**src/rtl/burst_pkg.sv**
```systemverilog
package burst_pkg;

    localparam int BEAT_W = 2;
    localparam int BEATS  = 1 << BEAT_W;

    typedef logic [BEAT_W-1:0] beat_t;

    typedef enum logic {
        ORD_LINEAR     = 1'b0,
        ORD_INTERLEAVE = 1'b1
    } burst_order_e;

    typedef enum logic [1:0] {
        CMD_IDLE,
        CMD_LOAD,
        CMD_END,
        CMD_STEP
    } burst_cmd_e;

    // Resolve the control inputs of one cycle into a single action.
    function automatic burst_cmd_e decode_cmd(
        input logic suspend,
        input logic step,
        input logic sel,
        input logic active
    );
        burst_cmd_e cmd;
        if (suspend)         cmd = CMD_IDLE;
        else if (!step)      cmd = sel ? CMD_LOAD : CMD_END;
        else if (active)     cmd = CMD_STEP;
        else                 cmd = CMD_IDLE;
        return cmd;
    endfunction

    // Low address bits for a given beat under the selected order.
    function automatic beat_t map_beat(
        input burst_order_e ord,
        input beat_t        start,
        input beat_t        beat
    );
        beat_t r;
        unique case (ord)
            ORD_INTERLEAVE: r = start ^ beat;
            default:        r = start + beat;
        endcase
        return r;
    endfunction

endpackage

```
**src/rtl/burst_load_reg.sv**
```systemverilog
module burst_load_reg
    import burst_pkg::*;
#(
    parameter int ADDR_W = 20
) (
    input  logic              clk,
    input  logic              rst,
    input  burst_cmd_e        cmd,
    input  logic [ADDR_W-1:0] addr_in,
    output logic [ADDR_W-1:0] base_q,
    output logic              active_q
);

    always_ff @(posedge clk) begin
        if (rst) begin
            base_q   <= '0;
            active_q <= 1'b0;
        end else begin
            unique case (cmd)
                CMD_LOAD: begin
                    base_q   <= addr_in;
                    active_q <= 1'b1;
                end
                CMD_END:  active_q <= 1'b0;
                default:  ;
            endcase
        end
    end

    AST_LOAD_CAPTURE: assert property (@(posedge clk) disable iff (rst)
        cmd == CMD_LOAD |=> base_q == $past(addr_in) && active_q);
    AST_BASE_HELD: assert property (@(posedge clk) disable iff (rst)
        cmd != CMD_LOAD |=> $stable(base_q));
    AST_DESEL_ENDS: assert property (@(posedge clk) disable iff (rst)
        cmd == CMD_END |=> !active_q);

endmodule

```
**src/rtl/burst_beat_ctr.sv**
```systemverilog
module burst_beat_ctr
    import burst_pkg::*;
(
    input  logic       clk,
    input  logic       rst,
    input  burst_cmd_e cmd,
    output beat_t      beat_q
);

    always_ff @(posedge clk) begin
        if (rst) begin
            beat_q <= '0;
        end else begin
            unique case (cmd)
                CMD_LOAD, CMD_END: beat_q <= '0;
                CMD_STEP:          beat_q <= beat_q + 1'b1;
                default:           ;
            endcase
        end
    end

    AST_BEAT_ADVANCE: assert property (@(posedge clk) disable iff (rst)
        cmd == CMD_STEP |=> beat_q == beat_t'($past(beat_q) + 1));
    AST_BEAT_IDLE: assert property (@(posedge clk) disable iff (rst)
        cmd == CMD_IDLE |=> $stable(beat_q));

endmodule

```
**src/rtl/burst_order_map.sv**
```systemverilog
module burst_order_map
    import burst_pkg::*;
#(
    parameter int ADDR_W = 20
) (
    input  burst_order_e      order,
    input  logic [ADDR_W-1:0] base,
    input  beat_t             beat,
    output logic [ADDR_W-1:0] addr
);

    localparam int HI_W = ADDR_W - BEAT_W;

    logic [HI_W-1:0] upper;
    beat_t           start;

    assign upper = base[ADDR_W-1:BEAT_W];
    assign start = base[BEAT_W-1:0];
    assign addr  = {upper, map_beat(order, start, beat)};

endmodule

```
**src/rtl/burst_addr_gen.sv**
```systemverilog
module burst_addr_gen
    import burst_pkg::*;
#(
    parameter int ADDR_W = 20
) (
    input  logic              clk,
    input  logic              rst,
    input  logic              suspend,
    input  logic              step,
    input  logic              sel,
    input  logic              order_ilv,
    input  logic [ADDR_W-1:0] addr_in,
    output logic [ADDR_W-1:0] addr_out,
    output logic              burst_active
);

    burst_cmd_e        cmd;
    logic [ADDR_W-1:0] base;
    beat_t             beat;
    burst_order_e      order;

    assign order = burst_order_e'(order_ilv);
    assign cmd   = decode_cmd(suspend, step, sel, burst_active);

    burst_load_reg #(.ADDR_W(ADDR_W)) i_load (
        .clk      (clk),
        .rst      (rst),
        .cmd      (cmd),
        .addr_in  (addr_in),
        .base_q   (base),
        .active_q (burst_active)
    );

    burst_beat_ctr i_beat (
        .clk    (clk),
        .rst    (rst),
        .cmd    (cmd),
        .beat_q (beat)
    );

    burst_order_map #(.ADDR_W(ADDR_W)) i_map (
        .order (order),
        .base  (base),
        .beat  (beat),
        .addr  (addr_out)
    );

    AST_SUSPEND_FREEZE: assert property (@(posedge clk) disable iff (rst)
        suspend |=> $stable(addr_out) && $stable(burst_active));
    AST_WRAP_HOME: assert property (@(posedge clk) disable iff (rst)
        (!suspend && step && burst_active && beat == beat_t'(BEATS - 1))
        |=> addr_out == base);
    AST_UPPER_FIXED: assert property (@(posedge clk) disable iff (rst)
        (!suspend && step)
        |=> $stable(addr_out[ADDR_W-1:BEAT_W]));

endmodule

```
**config.mk**
```make
export PLATFORM = sky130hd
export DESIGN_NAME = burst_addr_gen
export DESIGN_NICKNAME = d
export VERILOG_FILES = /design/src/rtl/burst_pkg.sv /design/src/rtl/burst_load_reg.sv /design/src/rtl/burst_beat_ctr.sv /design/src/rtl/burst_order_map.sv /design/src/rtl/burst_addr_gen.sv
export SDC_FILE = /design/constraint.sdc
export NUM_CORES = 1
export LEC_CHECK = 0
export BUFFER_PORTS_ARGS = -buffer_cell sky130_fd_sc_hd__buf_2
export CAP_MARGIN = 30
export CORE_MARGIN = 2
export CORE_UTILIZATION = 46
export CTS_CLUSTER_SIZE = 20
export DETAILED_ROUTE_END_ITERATION = 10
export PLACE_DENSITY = 0.89
export SLEW_MARGIN = 20
export SYNTH_ARGS = -nofsm -noshare
export SYNTH_HDL_FRONTEND = slang
export SYNTH_HIERARCHICAL = 1
export SYNTH_SLANG_ARGS = --single-unit
```
**constraint.sdc**
```tcl
create_clock -name clk -period 2.6 [get_ports clk]
set_clock_uncertainty 0.05 [all_clocks]
set_input_delay 0.78 -clock clk [delete_from_list [all_inputs] [get_ports clk]]
set_output_delay 0.78 -clock clk [all_outputs]
set_load 0.01 [all_outputs]
```
---- After elaboration in Yosys (flattened, before gate mapping) ----
Cells that the tools add are included.
word-level totals
  input port bits ......................... 26
  output and inout bits ................... 21
  register bits after elaboration ......... 23
  word-level logic and storage cells ...... 19
cells by class
  bitwise gates (word level) .............. 1
  mux-type cells .......................... 7
  reduce and logical (&&, ||, !) cells .... 3
  add/subtract/negate cells ............... 2
  eq/ne operators ......................... 3
operator list
  cell                   number
  $mux W2                5
  $eq A2 B2 Y1 const B   2
  $pmux W2 S2            1
  $reduce_bool A2 Y1     2
  $add A2 B1 Y2 const B  1
  $add A2 B2 Y2          1
  $eq A2 B1 Y1 const B   1
  $pmux W1 S2            1
  $reduce_or A2 Y1       1
  $xor A2 B2 Y2          1

---- Longest topological paths before layout ----
Gate-level depths: netlist of run 1.
  depth after elaboration ................. 6
  gate-level depth with buffers ........... 7
  mapped depth without buffers ............ 6

---- Modules after synthesis ----
The synthesis of run 1 kept the hierarchy.
modules (own cells, without submodules)
  module           cells each  sequential area each (µm²)  instances  area an instance (µm²)
  burst_load_reg   72          420.4                       1          773.2
  burst_order_map  22          0.0                         1          171.4
  burst_beat_ctr   9           40.0                        1          93.8
  burst_addr_gen   5           0.0                         1          30.0

---- Worst setup path before layout of run 1 ----
Ideal clock, no wire load.
  kind .................................... input to register
  start ................................... in step
  end ..................................... reg i_load.active_q
  arrival ................................. 2.001 ns
  required time ........................... 2.480 ns
  buffers on the path ..................... 0
  cell stages on the path ................. 6
  setup time .............................. 0.070 ns
  path slack .............................. 0.479 ns
  cells stage by stage .................... nand2b_1 > a21oi_1 > inv_1 > ha_1 > or2_2 > a21oi_1
between the ends
  word-level cells in the longest chain between the ends .. 4
  elaborated cells on any way between the ends .. 6
  those cells by class .................... 2 x eq/ne; 3 x mux; 1 x reduce/logical
RTL lines
  item                                               line                  RTL
  start, declared                                    burst_addr_gen.sv:9   input logic step,
  $mux W2 (*)                                        burst_pkg.sv:29       else if (!step) cmd = sel ? CMD_LOAD : CMD_END;
  $mux W2 (*)                                        burst_pkg.sv:28       if (suspend) cmd = CMD_IDLE;
  named net cmd[0]                                   burst_addr_gen.sv:17  burst_cmd_e cmd;
  $eq A2 B2 Y1 or $eq A2 B1 Y1 (tied branches)       burst_load_reg.sv:19  unique case (cmd)
  $pmux W1 S2 or $reduce_bool A2 Y1 (tied branches)  n/a
  end signal, assigned                               burst_load_reg.sv:17  active_q <= 1'b0;
  end signal, assigned                               burst_load_reg.sv:22  active_q <= 1'b1;
  end signal, assigned                               burst_load_reg.sv:24  CMD_END: active_q <= 1'b0;
  end, declared                                      burst_load_reg.sv:11  output logic active_q
The timed path passes the listed nets; every way through them passes the cells marked *.
A chain may end at the register's enable or synchronous reset.

---- Worst setup path after layout of run 1 ----
  start ................................... reg i_beat.beat_q[0]
  end ..................................... out addr_out[1]
between the ends
  word-level cells in the longest chain between the ends .. 2
RTL lines
  item                    line                  RTL
  start, declared         burst_beat_ctr.sv:7   output beat_t beat_q
  start signal, assigned  burst_beat_ctr.sv:16  CMD_STEP: beat_q <= beat_q + 1'b1;
  $add A2 B2 Y2           burst_pkg.sv:44       default: r = start + beat;
  $mux W2                 burst_pkg.sv:42       unique case (ord)
  end, declared           burst_addr_gen.sv:13  output logic [ADDR_W-1:0] addr_out,
Every way passes these cells.

==> results of run 1 <==
cell type report:
class / count / area, µm² / area share (%)
Inverter: 2 / 7.51 / 0.617
Clock inverter: 1 / 5.00 / 0.412
Multi-Input combinational cell: 61 / 435 / 35.8
Timing Repair Buffer: 47 / 250 / 20.6
Sequential cell: 23 / 460 / 37.9
Tap cell: 28 / 35.0 / 2.88
Clock buffer: 3 / 22.5 / 1.85
cell usage in the layout (no fill, tap or decap), types with 3 or more instances in the layout:
master	synthesis	routed
a21oi_1	3	3
buf_2	0	46
clkbuf_4	0	3
dfxtp_1	23	23
ha_1	3	3
mux2i_1	20	20
nor2_1	20	20
through the flow:
stage	setup slack, ns	cell area [µm²]
CTS	0.462	1220
finish	0.492	1220
detailed placement	0.198	1190
floorplan	0.479	1070
global placement	0.320	1190
global route	0.357	1220
worst max-delay path: cells and delay by family, from the launching register on:
| kind | cells | cell delay, ns |
|---|---|---|
| fa+ha+maj | 1 | 0.16 |
| simple gates | 1 | 0.15 |
| xor+xnor | 1 | 0.12 |
| buf+inv | 1 | 0.14 |
| flops | 1 | 0.41 |
sequential cells by signal, summed over array words and instances (netlist names):
signal	cells
i_load/active_q	1
i_beat/beat_q	2
i_load/base_q	20
kinds of logic after synthesis:
kind of cell / count (synthesis)
simple gates: 31
buf+inv: 24
flops: 23
mux: 20
compound gates: 5
fa+ha+maj: 3
xor+xnor: 2
report_power, final:
| group | switching (µW) | internal [µW] | leakage [µW] |
|---|---|---|---|
| Combinational | 51.3 | 52.3 | 0.000358 |
| Clock | 103 | 57.3 | 0.0000177 |
| Sequential | 8.16 | 369 | 0.000187 |
worst max-delay path by stage:
stage                                  to             start  slack (ns)
after floorplan           i_load/active_q              step        0.48
after global placement    i_load/active_q              step        0.32
after detailed placement  i_load/active_q              step        0.20
after CTS                     addr_out[1]  i_beat/beat_q[0]        0.46
after global routing          addr_out[1]  i_beat/beat_q[0]        0.36
final                         addr_out[1]  i_beat/beat_q[0]        0.49
per-layer routing:
| metal | global-route usage (%) | share of wire [%] |
|---|---|---|
| met2 | 27.6 | 50 |
| met5 | 0 | 0 |
| met3 | 2.57 | 7.4 |
| met1 | 14.6 | 41 |
| met4 | 7.69 | 0.72 |
==> results.sh, run 1 <==
export IMPL_synth_compound_area_share_pct=2.81
export IMPL_yosysTopAreaCell="dfxtp_1"
export IMPL_crit_fanout=5
export IMPL_utilization_pct=55.0
export IMPL_slowest_stage="dfxtp_1"
export IMPL_numClockSinks=23
export IMPL_final_layout_size_suffix_gt1_share_pct=38.7
export IMPL_netlist_top_cells_area="dfxtp_1 (43%), mux2i_1 (19%), buf_4 (13%), nor2_1 (7.0%), ha_1 (3.5%)"
export IMPL_synth_top_family_by_area="multiplexers"
export IMPL_cts_resized=0
export IMPL_dp_cells=161
export IMPL_arrival_ns=1.28
export IMPL_reg2reg_slack_ns=0.76
export IMPL_num_vias=771
export IMPL_grt_ovfl_total=0
export IMPL_clk_pin_slew_ns=0.12
export IMPL_min_to="i_load/active_q"
export IMPL_place_hpwl_um=1340
export IMPL_cts_setup_buffers=0
export IMPL_worstSetupPathType="flip-flop to output pin"
export IMPL_reg2reg_from="i_load/active_q"
export IMPL_async_reset_ff_share_pct=0
export IMPL_cts_buffers_inserted=3
export IMPL_vdd_drop_max_uv=300
export IMPL_yosys_warnings=6
export IMPL_grtUsageTotal_pct=14.4
export IMPL_routedWlPerCell_um=11.0
export IMPL_path_cells="ha_1 > nor2b_1 > xnor2_1 > buf_2"
export IMPL_core_area_um2=2210
export IMPL_power_uw=641
export IMPL_synth_xor_area_share_pct=1.64
export IMPL_setup_worst_path_end_class="output pin"
export IMPL_initial_core_util_pct=48.3
export IMPL_hold_path_class="flip-flop to flip-flop"
export IMPL_die_h_um=52.2
export IMPL_rr_worst_depth=6
export IMPL_p_leak_uw=0.000563
export IMPL_yosys_area_share_simple_pct=14.1
export IMPL_synthFlopType="dfxtp_1"
export IMPL_period_minus_slack_ns=2.11
export IMPL_synth_cells=108
export IMPL_grt_max_degree=24
export IMPL_synth_seq_area_share_pct=43.1
export IMPL_die_w_um=52.2
export IMPL_drt_iter0_markers=9
export IMPL_cap_violations=0
export IMPL_r2r_end="i_load/active_q"
export IMPL_wl_um=1810
export IMPL_avgViaCountPerCell=4.67
export IMPL_hold_ws_ns=0.439
export IMPL_antenna_cells=0
export IMPL_hold_depth=2
export IMPL_drc_errors=0
export IMPL_synth_edf_count=0
export IMPL_syn_area_per_cell_um2=9.89
export IMPL_antenna_left=0
export IMPL_max_freq_mhz=474
export IMPL_nets=167
export IMPL_grt_pass1_wl_um=2840
export IMPL_synth_net_count=137
export IMPL_cts_max_path_buffers=2
export IMPL_port_buffers=46
export IMPL_die_area_um2=2720
export IMPL_finalSetupViolations=0
export IMPL_final_max_slew_viol_count=0
export IMPL_worstPathRequired_ns=1.77
export IMPL_rsz0062_at_grt="no"
export IMPL_status="finished, final reports clean"
export IMPL_ioPinCount=47
export IMPL_gp_congestion=0.639
export IMPL_cp_slowest_stage_delay_ns=0.41
export IMPL_first_pass_iters=4
export IMPL_antenna_found_initial=0
export IMPL_hp_start="i_load/active_q"
export IMPL_fin_setup_tns_ns=0
export IMPL_startpoint_type="flip-flop"
export IMPL_rows=17
export IMPL_cts_max_level=1
export IMPL_clkLatencyLatePin_ns=0.30
export IMPL_n_fill_cell=210
export IMPL_period_share_pct=81.1
export IMPL_synthMuxAreaShare_pct=18.7
export IMPL_yosysTopAreaCellShare_pct=43.1
export IMPL_synth_adder_area_share_pct=3.51
export IMPL_hold_buffers=0
export IMPL_final_cells=165
export IMPL_relSlewSlack_pct=67.8
export IMPL_power_density_nw_per_um2=527
export IMPL_synth_most_common_cell="dfxtp_1"
export IMPL_synth_cell_type_count=20
export IMPL_ys_seq_elements=23
export IMPL_finalHoldViolCount=0
export IMPL_cts_tree="built"
export IMPL_synth_common_cells="dfxtp_1 (23), mux2i_1 (20), nor2_1 (20)"
export IMPL_synth_area_um2=1070
export IMPL_worst_slew_pin_slew_ns=0.483
export IMPL_cts_root_buf="clkbuf_4"
export IMPL_area_delta_synth_final_pct=13.8
export IMPL_grt_pass1_vias=719
Note: power is estimated with default switching activity, not from simulation.
==> run 2, diff against run 1 <==
Clock period 2.6 ns to 2.1 ns, I/O delays scaled along.
==> run 2 against run 1 <==
Cell area up 1.2%. Combinational power rose by 26%. Global-route usage is 1.4 points higher.
==> results.sh, run 2 (same netlist as run 1, synthesis figures left out) <==
export IMPL_wl_um=1840
export IMPL_relSlewSlack_pct=74.0
export IMPL_reg2reg_from="i_load/active_q"
export IMPL_grt_pass1_wl_um=3170
export IMPL_die_area_um2=2720
export IMPL_multiInputGateArea_um2=435
export IMPL_rsz0062_at_grt="no"
export IMPL_antenna_cells=0
export IMPL_clkLatencyLatePin_ns=0.29
export IMPL_ioPinCount=47
export IMPL_final_cells=167
export IMPL_cts_resized=0
export IMPL_period_share_pct=93.3
export IMPL_numClockSinks=23
export IMPL_period_minus_slack_ns=1.96
export IMPL_grtUsageTotal_pct=15.9
export IMPL_antenna_left=0
export IMPL_grt_ovfl_total=0
export IMPL_startpoint_type="flip-flop"
export IMPL_drc_errors=0
export IMPL_power_uw=790
export IMPL_core_area_um2=2210
export IMPL_grt_pass1_vias=777
export IMPL_dpl_cell_area_um2=1200
export IMPL_final_max_slew_viol_count=0
export IMPL_worstPathRequired_ns=1.42
export IMPL_num_vias=786
export IMPL_min_to="i_load/active_q"
export IMPL_finalHoldViolCount=0
export IMPL_cts_max_level=1
export IMPL_largest_register_ffs=20
export IMPL_final_common_cell="buf_2"
export IMPL_area_delta_synth_final_pct=15.2
export IMPL_final_cell_mix="buf_2 (46), dfxtp_1 (23), mux2i_1 (20), nor2_1 (20)"
export IMPL_cts_setup_buffers=0
export IMPL_fin_setup_tns_ns=0
export IMPL_n_fill_cell=206
export IMPL_worst_slew_pin_slew_ns=0.390
export IMPL_final_layout_size_suffix_gt1_share_pct=39.6
export IMPL_p_leak_uw=0.000573
export IMPL_hold_buffers=0
export IMPL_hp_start="i_load/active_q"
export IMPL_crit_fanout=5
export IMPL_routedWlPerCell_um=11.0
export IMPL_top_regs="i_load/base_q: 20 flops, i_beat/beat_q: 2 flops, i_load/active_q: 1 flops"
export IMPL_cts_buffers_inserted=3
export IMPL_hold_depth=2
export IMPL_arrival_ns=1.28
export IMPL_regArea_um2=460
export IMPL_status="finished, final reports clean"
export IMPL_reg2reg_slack_ns=0.46
export IMPL_cap_violations=0
export IMPL_finalSetupViolations=0
export IMPL_cts_tree="built"
export IMPL_port_buffers=46
export IMPL_setup_worst_path_end_class="output pin"
export IMPL_drt_iter0_markers=8
export IMPL_power_density_nw_per_um2=642
export IMPL_worstSetupPathType="flip-flop to output pin"
export IMPL_die_w_um=52.2
export IMPL_initial_core_util_pct=48.3
export IMPL_clk_pin_slew_ns=0.12
export IMPL_avgViaCountPerCell=4.71
export IMPL_first_pass_iters=3
export IMPL_regMostFlops="i_load/base_q"
export IMPL_nets=169
export IMPL_vdd_drop_max_uv=384
export IMPL_rows=17
export IMPL_die_h_um=52.2
export IMPL_grt_max_degree=24
export IMPL_dp_cells=163
export IMPL_cts_root_buf="clkbuf_4"
export IMPL_final_area_um2=1230
export IMPL_r2r_end="i_load/active_q"
export IMPL_antenna_found_initial=0
export IMPL_rr_worst_depth=6
export IMPL_max_freq_mhz=510
export IMPL_hold_path_class="flip-flop to flip-flop"
export IMPL_place_hpwl_um=1390
export IMPL_cts_max_path_buffers=2
export IMPL_gp_congestion=0.652
## run 2: cell count changes in the layout (fill, tap and decap cells not counted), sizes merged
cell,before,now
buf,47,49
## run 2: stage by stage
stage,hold WS (ns),utilization (%),setup slack (ns)
2_1_floorplan,0.412,-,0.129
5_1_grt,0.466,55.7,0.0352
4_1_cts,0.438,55.7,0.109
6_report,0.443,55.7,0.140
3_5_place_dp,0.419,54.4,0.0222
3_3_place_gp,0.404,54.4,0.131
## run 2: final cells by class
cell class              count  share of cell area [%]
clock buffers               3                    1.83
clock inverters             1                   0.407
inverters                   2                   0.610
multi-input cells          61                    35.4
flip-flops and latches     23                    37.4
well taps                  28                    2.85
repair buffers             49                    21.5
## run 2: report_power, final
group	internal, µW	switching (µW)
clock network	70.8	121
registers	456	10.2
logic	67.5	63.9
## run 2: worst max-delay path by stage
stage / start / endpoint / slack (ns)
final: i_beat/beat_q[0] / addr_out[1] / 0.14
after detailed placement: step / i_load/active_q / 0.02
after global placement: step / i_load/active_q / 0.13
after CTS: i_beat/beat_q[0] / addr_out[1] / 0.11
after floorplan: step / i_load/active_q / 0.13
after global routing: i_beat/beat_q[0] / addr_out[1] / 0.04
## run 2: per-layer routing
metal	track usage [%]	share of wire (%)	wire (µm)	vias up
met5	0	0	0	-
met3	3.14	7.2	132	2
met2	28.3	50	931	31
met4	8.97	0.87	16	0
li1	-	-	-	399
met1	17.4	41	763	354
## run 2: worst max-delay path, stage by stage (launching register included)
cell and delay [ns]:
dfxtp_1 0.42, ha_1 0.16, nor2b_1 0.15, xnor2_1 0.12
buf_2 0.14
==> run 3, diff against run 2 <==
--- a/config.mk
+++ b/config.mk
@@ -11,3 +11,3 @@
 export CORE_UTILIZATION = 46
-export CTS_CLUSTER_SIZE = 20
+export CTS_CLUSTER_SIZE = 16
 export DETAILED_ROUTE_END_ITERATION = 10
==> constraint.sdc (replaced) <==
create_clock -name clk -period 2.1 [get_ports clk]
set_clock_uncertainty 0.05 [all_clocks]
set_input_delay 0.105 -clock clk [delete_from_list [all_inputs] [get_ports clk]]
set_output_delay 0.105 -clock clk [all_outputs]
set_load 0.01 [all_outputs]
==> run 3 against run 2 <==
Utilization increased by 7.5 points. Count of clock-buffer cells in the layout unchanged. Largest power group unchanged. Largest cell class unchanged. Sequential share of layout area decreased by 4.4 points. Worst setup slack improved by 0.19 ns.
==> results.sh, run 3 (same netlist as run 1, synthesis figures left out) <==
export IMPL_slowest_stage="a21oi_1"
export IMPL_wl_um=2070
export IMPL_final_cell_mix="buf_2 (46), dfxtp_1 (23), mux2i_1 (20), nor2_1 (20), dlygate4sd3_1 (18)"
export IMPL_crit_family="compound AO/OA/AOI/OAI gates"
export IMPL_antenna_found_initial=0
export IMPL_routedWlPerCell_um=11.3
export IMPL_worstPathRequired_ns=2.29
export IMPL_port_buffers=46
export IMPL_grt_max_degree=24
export IMPL_hold_depth=3
export IMPL_regMostFlops="i_load/base_q"
export IMPL_power_density_nw_per_um2=586
export IMPL_clk_pin_slew_ns=0.12
export IMPL_cp_slowest_stage_delay_ns=0.39
export IMPL_die_area_um2=2720
export IMPL_cts_setup_buffers=0
export IMPL_finalWorstSetupSlack_ns=0.329
export IMPL_place_hpwl_um=1290
export IMPL_cts_max_path_buffers=2
export IMPL_min_to="i_load/base_q[19]"
export IMPL_fin_setup_tns_ns=0
export IMPL_top_regs="i_load/base_q: 20 flops, i_beat/beat_q: 2 flops, i_load/active_q: 1 flops"
export IMPL_wl_met3_um=117
export IMPL_num_vias=847
export IMPL_period_minus_slack_ns=1.77
export IMPL_crit_fanout=7
export IMPL_gp_congestion=0.653
export IMPL_grt_pass1_wl_um=3330
export IMPL_wirelength_met1_um=792
export IMPL_utilization_pct=63.1
export IMPL_max_freq_mhz=565
export IMPL_place_ws_ns=0.342
export IMPL_antenna_left=0
export IMPL_rsz0062_at_grt="no"
export IMPL_final_common_cell="buf_2"
export IMPL_reg2reg_from="i_load/active_q"
export IMPL_r2r_end="i_load/active_q"
export IMPL_grtUsageTotal_pct=16.3
export IMPL_drt_iter0_markers=5
export IMPL_final_area_um2=1400
export IMPL_first_pass_iters=2
export IMPL_worstSetupPathType="flip-flop to flip-flop"
export IMPL_final_max_slew_viol_count=0
export IMPL_cts_tree="built"
export IMPL_startpoint_type="flip-flop"
export IMPL_final_layout_size_suffix_gt1_share_pct=34.2
export IMPL_hold_path_class="primary input to flip-flop"
export IMPL_period_share_pct=84.3
export IMPL_cts_resized=0
export IMPL_ioPinCount=47
export IMPL_core_area_um2=2210
export IMPL_avgViaCountPerCell=4.63
export IMPL_largest_register_ffs=20
export IMPL_rows=17
export IMPL_clkLatencyLatePin_ns=0.29
export IMPL_status="finished, final reports clean"
export IMPL_top_layer="met4"
export IMPL_path_common_cell="a21oi_1"
export IMPL_vdd_drop_max_uv=405
export IMPL_hold_ws_ns=0.0120
export IMPL_area_delta_synth_final_pct=30.7
export IMPL_die_w_um=52.2
export IMPL_worst_slew_pin_slew_ns=0.465
export IMPL_cap_violations=0
export IMPL_relSlewSlack_pct=69.0
export IMPL_rr_worst_depth=6
export IMPL_cts_buffers_inserted=3
export IMPL_finalHoldViolCount=0
export IMPL_wl_met2_um=1140
export IMPL_cp_buffers_inverters=1
export IMPL_grt_ovfl_total=0
export IMPL_p_leak_uw=0.000638
export IMPL_nets=185
export IMPL_reg2reg_slack_ns=0.33
export IMPL_setup_worst_path_end_class="flip-flop"
export IMPL_arrival_ns=1.96
export IMPL_path_cells="nand2_1 > a21oi_1 > inv_1 > ha_1 > or2_2 > a21oi_1"
export IMPL_die_h_um=52.2
export IMPL_dpl_cell_area_um2=1190
export IMPL_finalSetupViolations=0
export IMPL_initial_core_util_pct=48.3
export IMPL_antenna_cells=0
export IMPL_drc_errors=0
export IMPL_numClockSinks=23
export IMPL_grt_pass1_vias=824
export IMPL_cts_max_level=1
export IMPL_cts_root_buf="clkbuf_4"
export IMPL_hp_start="addr_in[19]"
run 3: cell count changes in the layout (fill, tap and decap cells not counted):
cell / change
dlygate4sd3_1: +18
buf_4: -2
run 3: worst min-delay path: stages:
cell and delay (ns):
buf_2 0.08, mux2i_1 0.06, nor2_1 0.08
run 3: worst max path at each step:
stage,from,endpoint,slack (ns),cells past startpoint
after floorplan,i_load/active_q,i_load/active_q,0.42,6
after global placement,i_load/active_q,i_load/active_q,0.46,6
after detailed placement,i_load/active_q,i_load/base_q[3],0.34,6
after CTS,i_load/active_q,i_load/active_q,0.32,6
after global routing,i_load/active_q,i_load/base_q[17],0.17,6
final,i_load/active_q,i_load/active_q,0.33,6
run 3: what timing repair did:
item	4_1_cts	5_1_grt
setup endpoints to repair	0	0
endpoints found under the hold margin	18	0
hold buffers	18	0
run 3: report_power, final:
part | internal (µW) | switching [µW]
Sequential | 456 | 10.3
Clock | 70.8 | 127
Combinational | 86.4 | 68.2
run 3: layout make-up:
class	instances	area, µm²
fill	188	816
sequential	23	460
multi-input combinational	61	435
timing repair buffer	65	430
tap	28	35.0
clock buffer	3	22.5
inverter	2	7.51
clock inverter	1	5.00
run 3: per-layer routing:
layer / global-route usage (%) / vias to the layer above
li1: - / 433
met1: 15.2 / 379
met2: 34.8 / 31
met3: 2.86 / 4
met4: 4.70 / 0
met5: 0 / -
run 3: stage by stage:
step	power (µW)	instances
final	819	183
after global placement	598	161
after floorplan	573	108
after CTS	828	183
after detailed placement	605	161
after global routing	863	183
